==> config.mk <==
export PLATFORM = sky130hd
export DESIGN_NAME = dual_xfer_engine
export DESIGN_NICKNAME = d
export VERILOG_FILES = /design/src/rtl/dual_xfer_engine.sv
export SDC_FILE = /design/constraint.sdc
export NUM_CORES = 1
export LEC_CHECK = 0
export ABC_CLOCK_PERIOD_IN_PS = 9200
export BUFFER_PORTS_ARGS = -buffer_cell sky130_fd_sc_hd__clkbuf_2
export CORE_UTILIZATION = 59
export CTS_BUF_LIST = sky130_fd_sc_hd__clkbuf_4 sky130_fd_sc_hd__clkbuf_8 sky130_fd_sc_hd__clkbuf_16
export DETAILED_ROUTE_END_ITERATION = 10
export PLACE_DENSITY = 0.86
export SETUP_SLACK_MARGIN = 0.2
export SYNTH_ARGS = -nofsm -noshare
export SYNTH_HDL_FRONTEND = slang
export SYNTH_SLANG_ARGS = --single-unit
==> constraint.sdc <==
create_clock -name clk -period 9.2 [get_ports clk]
set_input_delay 0.46 -clock clk [delete_from_list [all_inputs] [get_ports clk]]
set_output_delay 0.46 -clock clk [all_outputs]
set_load 0.005 [all_outputs]
==> src/rtl/dual_xfer_engine.sv <==
module dual_xfer_engine #(
  parameter int AW = 32,
  parameter int DW = 32
) (
  input  logic          clk,
  input  logic          rst_n,
  input  logic          cfg_we,
  input  logic [2:0]    cfg_sel,
  input  logic [AW-1:0] cfg_wdata,
  input  logic          port1_active,
  input  logic          req1,
  input  logic          req2,
  input  logic [DW-1:0] p1_rdata,
  input  logic [DW-1:0] p2_rdata,
  output logic          p1_rd,
  output logic          p2_rd,
  output logic          p1_wr,
  output logic          p2_wr,
  output logic [DW-1:0] port_wdata,
  output logic          mem_req,
  output logic          mem_we,
  output logic [AW-1:0] mem_addr,
  output logic [DW-1:0] mem_wdata,
  output logic [DW/8-1:0] mem_be,
  input  logic [DW-1:0] mem_rdata,
  input  logic          mem_ready,
  output logic          done
);
  localparam int NB = DW / 8;
  localparam int LW = (NB > 1) ? $clog2(NB) : 1;

  typedef enum logic [1:0] {ST_IDLE, ST_FETCH, ST_MOVE, ST_PUT} st_t;

  st_t st;
  logic en, byte_md, single, to_port, ch, done_q;
  logic [AW-1:0] ptr1, ptr2, end1, end2, maddr;
  logic [DW-1:0] data_q;

  wire          pick    = single ? 1'b1 : port1_active;
  wire          go      = en && !done_q && (req1 || (!single && req2));
  wire [AW-1:0] step    = byte_md ? AW'(1) : AW'(NB);
  wire [AW-1:0] nxt     = maddr + step;
  wire [AW-1:0] end_cur = ch ? end1 : end2;
  wire          accept  = (st == ST_MOVE) && mem_ready;
  wire          hit     = accept && (nxt == end_cur);
  wire [LW-1:0] lane    = maddr[LW-1:0];
  wire [DW-1:0] shifted = mem_rdata >> {lane, 3'b000};
  wire [DW-1:0] rd_item = byte_md ? {{(DW-8){1'b0}}, shifted[7:0]} : mem_rdata;
  wire [NB-1:0] be_one  = {{(NB-1){1'b0}}, 1'b1} << lane;

  assign p1_rd      = (st == ST_FETCH) && ch;
  assign p2_rd      = (st == ST_FETCH) && !ch;
  assign p1_wr      = (st == ST_PUT) && ch;
  assign p2_wr      = (st == ST_PUT) && !ch;
  assign port_wdata = data_q;
  assign mem_req    = (st == ST_MOVE);
  assign mem_we     = !to_port;
  assign mem_addr   = maddr;
  assign mem_wdata  = byte_md ? {NB{data_q[7:0]}} : data_q;
  assign mem_be     = byte_md ? be_one : {NB{1'b1}};
  assign done       = done_q;

  always_ff @(posedge clk or negedge rst_n) begin
    if (!rst_n) begin
      st <= ST_IDLE;
      {en, byte_md, single, to_port} <= '0;
      ch <= 1'b0;
      done_q <= 1'b0;
      ptr1 <= '0; ptr2 <= '0; end1 <= '0; end2 <= '0;
      maddr <= '0;
      data_q <= '0;
    end else begin
      case (st)
        ST_IDLE: if (go) begin
          ch    <= pick;
          maddr <= pick ? ptr1 : ptr2;
          st    <= to_port ? ST_MOVE : ST_FETCH;
        end
        ST_FETCH: begin
          data_q <= ch ? p1_rdata : p2_rdata;
          st     <= ST_MOVE;
        end
        ST_MOVE: if (mem_ready) begin
          if (ch) ptr1 <= nxt;
          else    ptr2 <= nxt;
          if (to_port) begin
            data_q <= rd_item;
            st     <= ST_PUT;
          end else begin
            st <= ST_IDLE;
          end
        end
        default: st <= ST_IDLE;
      endcase

      if (cfg_we) begin
        case (cfg_sel)
          3'd0: {to_port, single, byte_md, en} <= cfg_wdata[3:0];
          3'd1: ptr1 <= cfg_wdata;
          3'd2: end1 <= cfg_wdata;
          3'd3: ptr2 <= cfg_wdata;
          3'd4: end2 <= cfg_wdata;
          3'd5: done_q <= 1'b0;
          default: ;
        endcase
      end
      if (hit) done_q <= 1'b1;
    end
  end

  AST_RESET_QUIET: assert property (@(posedge clk) $rose(rst_n) |-> !done && !mem_req && !p1_rd && !p2_rd);
  AST_ONE_STROBE: assert property (@(posedge clk) disable iff (!rst_n) $onehot0({p1_rd, p2_rd, p1_wr, p2_wr}));
  AST_WORD_BE: assert property (@(posedge clk) disable iff (!rst_n) mem_req && !byte_md |-> $countones(mem_be) == NB);
  AST_BYTE_BE: assert property (@(posedge clk) disable iff (!rst_n) mem_req && byte_md |-> $countones(mem_be) == 1);
  AST_MEM_HOLD: assert property (@(posedge clk) disable iff (!rst_n) mem_req && !mem_ready |=> mem_req && $stable(mem_addr) && $stable(mem_wdata));
  AST_DONE_HALTS: assert property (@(posedge clk) disable iff (!rst_n) done |-> !mem_req && !p1_rd && !p2_rd);
  AST_SINGLE_P1: assert property (@(posedge clk) disable iff (!rst_n) single && $stable(single) |-> !p2_rd && !p2_wr);
endmodule

# [Yosys cells after proc, flatten, opt, wreduce, memory -nomap -nowiden]
# Index checks and enable logic that the tools add are counted.
[op_classes] n_mux=29 n_addsub=1 shifts=2 reduce_logical=26 n_eq_ne=12
[op_table] cell="$mux W32" count=17
[op_table] cell="$pmux W32 S2" count=1
[op_table] cell="$add A32 B3 Y32" count=1
[op_table] cell="$eq A32 B32 Y1" count=1
[op_table] cell="$shr A32 B5 Y8" count=1
[op_table] cell="$reduce_and A2 Y1" count=6
[op_table] cell="$logic_and A1 B1 Y1" count=9
[op_table] cell="$mux W2" count=4
[op_table] cell="$eq A3 B2 Y1 const B" count=2
[op_table] cell="$eq A3 B3 Y1 const B" count=2
[op_table] cell="$pmux W2 S3" count=1
[op_table] cell="$reduce_bool A2 Y1" count=3
[op_table] cell="$eq A2 B2 Y1 const B" count=2
[op_table] cell="$logic_not A1 Y1" count=4
[op_table] cell="$mux W1" count=4
[op_table] cell="$mux W4" count=1
[op_table] cell="$ne A2 B1 Y1 const B" count=2
[op_table] cell="$shl A1 B2 Y4 const A" count=1
[op_table] cell="$eq A3 B1 Y1 const B" count=1
[op_table] cell="$logic_not A3 Y1" count=1
[op_table] cell="$mux W3" count=1
[op_table] cell="$reduce_and A3 Y1" count=1
[op_table] cell="$eq A2 B1 Y1 const B" count=1
[op_table] cell="$logic_not A2 Y1" count=1
[op_table] cell="2 further kinds" count=2
[totals] regBits=200 wordCells=83 out_inout_bits=107

# [Longest topological paths before layout]
# Gate-level depths: netlist of run 1.
[logic_depth] ltp_word=7 depth_mapped=12 mapped_depth_nobuf=10

# [Worst setup path before layout of run 1]
# OpenSTA, ideal clock, no wires.
[synth_path] path_type="register -> register" startpoint="register byte_md" endpoint="register done_q (netlist: done)" stages_incl_launch_ff=13 path_slack_ns=6.049 arrival_time_ns=3.047 cell_sequence="dfrtp_1 clkbuf_1 inv_2 clkbuf_1 ha_1 a31oi_1 nor3_1 xnor2_1 xor2_1 a211o_1 nor4_2 nand4_1 o41ai_2"
[synth_between] elab_chain_cells=6 elab_cells_between_ends=8
[synth_lines] item="start: declaration" line_no="35" source="logic en, byte_md, single, to_port, ch, done_q;"
[synth_lines] item="start signal: assignment" line_no="98" source="3'd0: {to_port, single, byte_md, en} <= cfg_wdata[3:0];"
[synth_lines] item="$mux W3 *" line_no="41" source="wire [AW-1:0] step = byte_md ? AW'(1) : AW'(NB);"
[synth_lines] item="$add A32 B3 Y32 *" line_no="42" source="wire [AW-1:0] nxt = maddr + step;"
[synth_lines] item="$eq A32 B32 Y1 *" line_no="45" source="wire hit = accept && (nxt == end_cur);"
[synth_lines] item="$logic_and A1 B1 Y1 *" line_no="45"
[synth_lines] item="$reduce_bool A2 Y1 (no source line)"
[synth_lines] item="$reduce_and A2 Y1 (no source line)"
[synth_lines] item="end signal: assignment" line_no="68" source="done_q <= 1'b0;"
[synth_lines] item="end signal: assignment" line_no="103" source="3'd5: done_q <= 1'b0;"
[synth_lines] item="end signal: assignment" line_no="107" source="if (hit) done_q <= 1'b1;"
[synth_lines] item="end: declaration" line_no="35"
# Mark *: on every way between the ends. The rest lies on a longest branch, timed or not.
# A chain may end at the register's enable or synchronous reset.

# [Final worst setup path of run 1]
# Ends and elaborated chain as after synthesis.

==> results of run 1 <==
[state kept, by name (all words and copies together) (netlist names)]
register	flops
end2	32
st	2
ptr2	32
end1	32
en	1
mem_addr	32
ptr1	32
ch	1
to_port	1
byte_md	1
done	1
single	1
port_wdata	32
[stage by stage]
step	power (mW)	utilization, %
2_1_floorplan	2.617	-
3_3_place_gp	3.148	67.54
3_5_place_dp	3.224	67.54
4_1_cts	4.015	70.91
5_1_grt	4.296	70.92
6_report	4.038	70.92
[routing by layer]
metal	wire length (um)	vias up	GRT usage, %
li1	-	4434	-
met1	12370	4672	41.64
met2	15560	489	56.50
met3	2502	93	6.843
met4	1376	0	19.32
met5	0	-	0
[power by group through the flow]
| stage | registers [mW] | logic, mW | clock network (mW) |
|---|---|---|---|
| after CTS | 1.59 | 1.64 | 0.783 |
| after detailed placement | 1.60 | 1.63 | 0 |
| after global routing | 1.64 | 1.84 | 0.815 |
| final | 1.61 | 1.65 | 0.779 |
| after floorplan | 1.46 | 1.15 | 0 |
| after global placement | 1.58 | 1.57 | 0 |
[placed cells by master, fill, tap and decap left out, drive strengths merged, types with 4 or more instances in the layout]
cell and instances:
clkbuf 262, dfrtp 200, o21ai 161, nand2 158, nor2 124, mux2i 108
a21oi 82, mux2 68, inv 33, xor2 32, xnor2 29, a31oi 27
nand4 14, nand3 13, buf 11, nor4 8, nand2b 6, nor3 5
and4 4, clkinv 4, nor2b 4
[cell type report]
class                   instances  area (um^2)  share of cell area [%]
well taps                     229        286.5                   2.241
clock inverters                14        167.7                   1.312
diodes                          1        2.502                 0.01958
repair buffers                255         1313                   10.27
multi-input cells             867         5458                   42.69
inverters                      29        108.9                  0.8515
clock buffers                  18        439.2                   3.435
flip-flops and latches        200         5009                   39.18
[final timing paths]
check | start | endpoint | cells past startpoint
worst max-delay path | byte_md | done | 11
worst min-delay path | rst_n | end2[18] | 1
worst max register to register | byte_md | done | 11
worst min register to register | end1[30] | end1[30] | 1
max in group asynchronous | rst_n | ch | 2
min in group clk | cfg_wdata[31] | ptr2[31] | 3
[logic make-up (layout without fill, tap and decap cells)]
| logic type | Yosys count | after routing | share of synthesized area, % |
|---|---|---|---|
| DFF | 200 | 200 | 45.98 |
| adders and majority gates | 3 | 3 | 0.3449 |
| muxes | 176 | 176 | 16.97 |
| other | 0 | 1 | 0 |
| and+or+nand+nor | 350 | 350 | 14.02 |
| AOI/OAI and AO/OA | 277 | 277 | 13.42 |
| xor gates and xnor gates | 61 | 61 | 4.909 |
| buffers and inverters | 114 | 316 | 4.357 |
==> results.ini, run 1 <==
[outcome]
status = complete, no violations

[route]
viasPerCell = 6.006
wl_per_cell_um = 19.73
drtPass1Iterations = 5
drc = 0
vias = 9688
drtIter0Drc = 810
totalWireLength_um = 31820
ant_nets = 0

[power]
p_int_mw = 2.386
power_frac_seq_pct = 39.8
power_frac_clock_pct = 19.3
power.switching_mw = 1.652
p_sw_share_pct = 40.91
combPwrFrac_pct = 40.9
power.leakage_nw = 5.849
cellPowerDensity_nw_per_um2 = 315.9
ir_drop_mv = 0.2009

[sta]
relSlewSlack_pct = 19.36
rsz0062_at_grt = false
fmax_ghz = 0.2721
drv_slew = 0
fin_crit_sh_pct = 39.95
fin_skew_ps = 13.11
hold_viol = 0
finalWorstSetupSlack_ps = 5525
final.setup.tns_ps = 0
worst_slew_pin_slew_ps = 1210
setup_viol = 0
fin_hold_ws_ps = 219.6
post-route-min-period_ps = 3675

[clocking]
worstSkewPairLatency_ps = 440
max-clock-path-buffers = 2
cts.clk_slew.worst_paths_ps = 70
cts_max_level = 4
cts_hold_buf = 0
numClockSinks = 200
tritoncts = yes
cts_buffers = 17
ctsResizeCount = 0
ctsRootBufferMaster = clkbuf_16
post_cts_buffers = 0

[final_layout]
fin_area_um2 = 12780
layout-drive-gt1-share_pct = 27.19
area_delta_synth_final_pct = 17.45
nFillCells = 1341
fin_cells = 1613
nets = 1511

[critical_path]
worst-endpoint-arrival_ps = 4020
crit_chain = buf_4, ha_1, ha_1, a21oi_1, nor4_4, nand3_1, xnor2_1, a211o_1, nor4_2, nand4_1, o41ai_2
criticalPathCategory = flip-flop to flip-flop
cp_top_family = simple AND/OR/NAND/NOR gates
r2r_setup_slack_ps = 5520
slowest_delay_ps = 660
end_kind = flip-flop
start_kind = flip-flop
cp_common_cell = ha_1
path_buf_inv = 1
critPathRequiredTime_ps = 9540
cp_slowest_cell = nor4_4
worst-path-max-fanout = 44

[flow_run]
cap_violations = 0

[grt]
grt_pass1_vias = 9226
grt-ovfl-total = 0
grtUsageTotal_pct = 34.12
antenna_found_initial = 1
grt_max_degree = 140
grt_pass1_wl_um = 48230

[synth]
synth-main-ff-cell = dfrtp_1
synth_seq_area_share_pct = 45.98
ys_top_cells_by_area = dfrtp_1 (46%), mux2i_1 (9.9%), o21ai_0 (7.4%)
ys_top_cells_by_count = dfrtp_1 (200), o21ai_0 (161), nand2_1 (158)
yosysMostFrequentCell = dfrtp_1
synth_top_area_share_pct = 45.98
ys_types = 43
synth_warnings = 0
ys_ff_latch = 200
syn_inst = 1181
synth_fp_nets = 1322
synth_enable_flop_cells = 0
async_flop_share_pct = 100.0
yosys.area.top_type = dfrtp_1
syn_area_um2 = 10880
syn_area_per_cell_um2 = 9.216

[floorplanning]
start_util_pct = 60.38
dieArea_um2 = 18990
die_w_um = 137.8
ios = 245
core_um2 = 18020
rows = 49
die_h_um = 137.8

[place]
dpl.cell_count = 1580
io_buffers = 244
pre_cts_ws_ps = 5631
gp_congestion = 0.9469
place.detailed.hpwl_um = 21860
placed_cell_area_um2 = 12170

[worst_hold_path]
hold_path_class = primary input to async pin

No activity file was read; power rests on OpenSTA's default activity.
==> run 2, diff against run 1 <==
--- a/config.mk
+++ b/config.mk
@@ -5,12 +5,12 @@
 export SDC_FILE = /design/constraint.sdc
 export NUM_CORES = 1
 export LEC_CHECK = 0
-export ABC_CLOCK_PERIOD_IN_PS = 9200
+export ABC_CLOCK_PERIOD_IN_PS = 3450
 export BUFFER_PORTS_ARGS = -buffer_cell sky130_fd_sc_hd__clkbuf_2
-export CORE_UTILIZATION = 59
+export CORE_UTILIZATION = 55
 export CTS_BUF_LIST = sky130_fd_sc_hd__clkbuf_4 sky130_fd_sc_hd__clkbuf_8 sky130_fd_sc_hd__clkbuf_16
 export DETAILED_ROUTE_END_ITERATION = 10
-export PLACE_DENSITY = 0.86
+export PLACE_DENSITY = 0.81
 export SETUP_SLACK_MARGIN = 0.2
 export SYNTH_ARGS = -nofsm -noshare
 export SYNTH_HDL_FRONTEND = slang
==> constraint.sdc (replaced) <==
create_clock -name clk -period 3.45 [get_ports clk]
set_input_delay 0.1725 -clock clk [delete_from_list [all_inputs] [get_ports clk]]
set_output_delay 0.1725 -clock clk [all_outputs]
set_load 0.005 [all_outputs]
==> results.ini, run 2 (synthesis results as in run 1) <==
[clocking]
ctsResizeCount = 0  ; unchanged
numClockSinks = 200  ; unchanged
cts_max_level = 4  ; unchanged
worstSkewPairLatency_ps = 440  ; about the same
cts.clk_slew.worst_paths_ps = 70  ; about the same
cts_buffers = 17  ; unchanged
tritoncts = yes
max-clock-path-buffers = 2  ; unchanged
ctsRootBufferMaster = clkbuf_16

[route]
vias = 9803  ; +1.2%
drtIter0Drc = 869  ; +7.3%
totalWireLength_um = 32070  ; +0.78%
ant_nets = 0  ; unchanged
viasPerCell = 5.832  ; -2.9%
drc = 0  ; unchanged
wl_per_cell_um = 19.08  ; -3.3%
drtPass1Iterations = 5  ; unchanged

[final_layout]
final_cell_mix = clkbuf_2 (243), dfrtp_1 (199), o21ai_0 (160), nand2_1 (158), nor2_1 (121)
nets = 1544  ; +2.2%
n_antenna_cell = 0  ; -1
area_delta_synth_final_pct = 20.63
layout_commonest_cell = clkbuf_2
layout-drive-gt1-share_pct = 27.40  ; +0.21 points

[power]
power.switching_mw = 4.407  ; +170%
power_frac_seq_pct = 38.8  ; -1.0 points
power_frac_clock_pct = 19.3  ; about the same
ir_drop_mv = 0.6024  ; +200%
p_int_mw = 6.448  ; +170%
combPwrFrac_pct = 41.9  ; +1.0 points
power.leakage_nw = 6.002  ; +2.6%
p_sw_share_pct = 40.60  ; -0.31 points
cellPowerDensity_nw_per_um2 = 826.7  ; +160%

[critical_path]
path_buf_inv = 0  ; -1
slowest_delay_ps = 590  ; -70 ps
start_kind = flip-flop
end_kind = flip-flop
criticalPathCategory = flip-flop to flip-flop
cp_common_cell = ha_1
crit_chain = ha_1, ha_1, a21oi_1, nor4_4, nand3_1, xnor2_1, a211o_1, nor4_2, nand4_1, o41ai_2
critPathRequiredTime_ps = 3800  ; -5740 ps
worst-path-max-fanout = 9  ; -80%
cp_slowest_cell = nor4_4
worst-endpoint-arrival_ps = 3340  ; -680 ps
cp_top_family = simple AND/OR/NAND/NOR gates

[floorplanning]
dieArea_um2 = 20360  ; +7.2%
ios = 245  ; unchanged
core_um2 = 19400  ; +7.6%
die_h_um = 142.7  ; +3.5%
die_w_um = 142.7  ; +3.5%
rows = 51  ; +4.1%
start_util_pct = 56.11  ; -4.3 points

[place]
io_buffers = 244  ; unchanged
gp_congestion = 0.8956  ; -5.4%
place.detailed.hpwl_um = 22500  ; +2.9%

[grt]
grt_pass1_vias = 9138  ; -0.95%
grt_pass1_wl_um = 49430  ; +2.5%
antenna_found_initial = 0  ; -1
grtUsageTotal_pct = 32.21  ; -1.9 points
grt_max_degree = 112  ; -20%
grt-ovfl-total = 0  ; unchanged

[sta]
post-route-min-period_ps = 2988  ; -687.3 ps
fmax_ghz = 0.3347  ; +23%
worst_slew_pin_slew_ps = 1173  ; -36.74 ps
fin_skew_ps = 11.41  ; -1.703 ps
fin_hold_ws_ps = 3.302  ; -216.3 ps
rsz0062_at_grt = false
final.setup.tns_ps = 0  ; unchanged
relSlewSlack_pct = 21.81  ; +2.4 points
hold_viol = 0  ; unchanged
setup_viol = 0  ; unchanged
drv_slew = 0  ; unchanged
fin_crit_sh_pct = 86.61  ; +47 points

[worst_hold_path]
hold_path_class = primary input to flip-flop

[outcome]
status = complete, no violations

[flow_run]
cap_violations = 0  ; unchanged

## run 2: cell count changes in the layout (fill, tap and decap cells not counted)
cell	change
dlygate4sd3_1	+21
buf_4	+12
clkbuf_4	+2
inv_6	-2
clkbuf_8	+1
clkinvlp_4	-1
diode_2	-1
## run 2: final cells by class
class / instances / area [um^2]
clock inverters: 11 / 142.6
well taps: 265 / 331.6
clock buffers: 21 / 467.9
multi-input cells: 867 / 5458
fillers: 1529 / 6269
repair buffers: 288 / 1613
flip-flops and latches: 200 / 5009
inverters: 29 / 108.9
## run 2: final timing paths
check,to,cells past startpoint,slack [ps],start
max,done,10,460,byte_md
min,ptr2[29],3,3,cfg_wdata[29]
max reg2reg,done,10,460,byte_md
min reg2reg,end1[7],1,510,end1[7]
max in group asynchronous,ptr2[15],3,2010,rst_n
min in group asynchronous,st[1],2,390,rst_n
## run 2: through the flow
stage	power, mW	util [%]	worst slack, ps	instances	area, um^2
final	10.86	67.69	462.0	1681	13130
after global placement	8.511	63.45	585.0	1628	12310
after CTS	10.82	67.69	475.8	1681	13130
after global routing	11.53	67.69	283.6	1681	13130
after floorplan	6.978	-	299.1	1181	10880
after detailed placement	8.694	63.45	505.6	1628	12310
## run 2: worst min-delay path: stages
cell      delay [ps]
clkbuf_2         120
nand2_1           50
o21ai_0           60
## run 2: power by group through the flow
stage	Sequential, mW	Clock, mW	Combinational, mW
after floorplan	3.90	0	3.08
after global placement	4.16	0	4.35
after detailed placement	4.21	0	4.48
after CTS	4.18	2.11	4.52
after global routing	4.33	2.19	5.02
final	4.21	2.10	4.55
## run 2: metal layers
layer / track usage, % / wire length (um) / vias up
li1: - / - / 4504
met3: 5.600 / 2412 / 97
met4: 17.43 / 1495 / 0
met1: 40.48 / 12710 / 4717
met5: 0 / 0 / -
met2: 53.10 / 15450 / 485
## run 2: timing repair
item / in CTS / in global routing
setup endpoints to repair: 0 / 0
hold endpoints to repair: 141 / 0
buffers inserted: 0 / 0
hold buffers: 21 / 0
==> run 3, diff against run 2 <==
--- a/config.mk
+++ b/config.mk
@@ -5,7 +5,7 @@
 export SDC_FILE = /design/constraint.sdc
 export NUM_CORES = 1
 export LEC_CHECK = 0
-export ABC_CLOCK_PERIOD_IN_PS = 3450
+export ABC_CLOCK_PERIOD_IN_PS = 3200
 export BUFFER_PORTS_ARGS = -buffer_cell sky130_fd_sc_hd__clkbuf_2
 export CORE_UTILIZATION = 55
 export CTS_BUF_LIST = sky130_fd_sc_hd__clkbuf_4 sky130_fd_sc_hd__clkbuf_8 sky130_fd_sc_hd__clkbuf_16
==> constraint.sdc (replaced) <==
create_clock -name clk -period 3.2 [get_ports clk]
set_input_delay 0.16 -clock clk [delete_from_list [all_inputs] [get_ports clk]]
set_output_delay 0.16 -clock clk [all_outputs]
set_load 0.005 [all_outputs]
==> results.ini, run 3 (synthesis results as in run 1) <==
[outcome]
status = complete, no violations

[sta]
worst_slew_pin_slew_ps = 1147  ; -26.26 ps
drv_slew = 0  ; unchanged
post-route-min-period_ps = 2839  ; -149.2 ps
hold_viol = 0  ; unchanged
fin_crit_sh_pct = 88.71  ; +2.1 points
rsz0062_at_grt = false
fin_skew_ps = 7.565  ; -3.844 ps
relSlewSlack_pct = 23.56  ; +1.8 points
setup_viol = 0  ; unchanged
fmax_ghz = 0.3523  ; +5.3%
final.setup.tns_ps = 0  ; unchanged

[flow_run]
cap_violations = 0  ; unchanged

[final_layout]
layout-drive-gt1-share_pct = 28.03  ; +0.63 points
n_antenna_cell = 0  ; unchanged
nFillCells = 1512  ; -1.1%
layout_commonest_cell = clkbuf_2
multi_input_area_um2 = 5507  ; +0.89%
final_cell_mix = clkbuf_2 (243), dfrtp_1 (199), o21ai_0 (160), nand2_1 (158), nor2_1 (121)
ff_latch_area_um2 = 5009  ; unchanged
area_delta_synth_final_pct = 22.11
fin_area_um2 = 13290  ; +1.2%
nets = 1555  ; +0.71%

[place]
gp_congestion = 0.9343  ; +4.3%
io_buffers = 244  ; unchanged
placed_cell_area_um2 = 12380  ; +0.55%
place.detailed.hpwl_um = 22800  ; +1.3%

[route]
viasPerCell = 5.753  ; -1.3%
drtIter0Drc = 858  ; -1.3%
wl_per_cell_um = 18.91  ; -0.88%
drtPass1Iterations = 5  ; unchanged
ant_nets = 0  ; unchanged
totalWireLength_um = 31990  ; -0.23%
drc = 0  ; unchanged
vias = 9734  ; -0.70%

[floorplanning]
start_util_pct = 56.11  ; unchanged
dieArea_um2 = 20360  ; unchanged
core_um2 = 19400  ; unchanged
die_h_um = 142.7  ; unchanged
die_w_um = 142.7  ; unchanged
rows = 51  ; unchanged
ios = 245  ; unchanged

[critical_path]
path_buf_inv = 2  ; +2
start_kind = flip-flop
cp_top_family = simple AND/OR/NAND/NOR gates
worst-path-max-fanout = 5  ; -4
timing.rr.start = byte_md
worstSetupStartpoint = byte_md
worst-endpoint-arrival_ps = 3180  ; -160 ps
criticalPathCategory = flip-flop to flip-flop
crit_chain = inv_2, ha_4, a31oi_2, nor4_4, buf_4, nand4_1, xor2_1, xor2_1, nor4_2, nand4_1, o41ai_2
critPathRequiredTime_ps = 3540  ; -260 ps
cp_slowest_cell = dfrtp_1
slowest_delay_ps = 420  ; -170 ps
end_kind = flip-flop

[clocking]
max-clock-path-buffers = 2  ; unchanged
cts_buffers = 17  ; unchanged
worstSkewPairLatency_ps = 440  ; about the same
cts.clk_slew.worst_paths_ps = 70  ; about the same
ctsRootBufferMaster = clkbuf_16
tritoncts = yes
numClockSinks = 200  ; unchanged
cts_max_level = 4  ; unchanged

[power]
power.leakage_nw = 6.069  ; +1.1%
p_int_mw = 6.946  ; +7.7%
power_frac_clock_pct = 18.7  ; -0.6 points
power_frac_seq_pct = 38.7  ; about the same
combPwrFrac_pct = 42.7  ; +0.8 points
power.switching_mw = 4.810  ; +9.2%
ir_drop_mv = 0.5072  ; -16%
p_sw_share_pct = 40.92  ; +0.32 points
cellPowerDensity_nw_per_um2 = 884.6  ; +7.0%

[grt]
grt_pass1_wl_um = 49400  ; about the same
grt_max_degree = 96  ; -14%
grt-ovfl-total = 0  ; unchanged
grtUsageTotal_pct = 32.01  ; -0.20 points
grt_pass1_vias = 9364  ; +2.5%
antenna_found_initial = 0  ; unchanged

[worst_hold_path]
hold_path_class = primary input to flip-flop
min-delay-start = cfg_wdata[29]

## run 3: final cells by class
type	instances	share of cell area, %
Multi-Input combinational cell	867	41.43
Sequential cell	200	37.69
Timing Repair Buffer	299	13.04
Clock buffer	22	3.625
Tap cell	265	2.495
Clock inverter	10	0.9038
Inverter	29	0.8191
## run 3: layer usage
| metal | global-route usage [%] | share of wire, % | vias up |
|---|---|---|---|
| met3 | 6.372 | 7.2 | 68 |
| met1 | 39.08 | 40 | 4724 |
| li1 | - | - | 4522 |
| met5 | 0 | 0 | - |
| met2 | 54.88 | 50 | 420 |
| met4 | 14.32 | 3.3 | 0 |
## run 3: path summary, 6_finish.rpt
kind	endpoint	cells past startpoint	slack, ps
worst min register to register	end1[28]	1	500
worst max-delay path	done	11	360
worst min-delay path	ptr1[29]	3	10
min in group asynchronous	port_wdata[18]	2	280
worst max register to register	done	11	360
max in group asynchronous	mem_addr[14]	3	1990
## run 3: per-stage QoR
stage | hold slack, ps | cells | worst slack [ps] | power [mW] | util [%]
after floorplan | -135.6 | 1181 | 226.5 | 7.549 | -
after global placement | 198.9 | 1630 | 296.8 | 9.260 | 63.80
after detailed placement | 198.8 | 1630 | 216.6 | 9.457 | 63.80
after CTS | 6.372 | 1688 | 211.9 | 11.68 | 68.29
after global routing | 25.63 | 1692 | 190.7 | 12.49 | 68.51
final | 12.71 | 1692 | 361.2 | 11.76 | 68.51
## run 3: worst min-delay path: stages
cell and delay [ps]:
clkbuf_2 120, nand2_1 50, o21ai_0 70
## run 3: timing repair
item	CTS	global route
endpoints found under the setup margin	1	1
hold endpoints to repair	123	0
gates cloned	0	0
buffers inserted	0	4
hold buffers	26	0
resized for setup	1	2
pin swaps	0	2
## run 3: power groups by stage
stage                     combinational (mW)  sequential, mW  clock [mW]
after global placement                  4.78            4.48           0
after floorplan                         3.34            4.21           0
final                                   5.02            4.54        2.20
after detailed placement                4.93            4.53           0
after global routing                    5.55            4.66        2.28
after CTS                               4.98            4.50        2.21
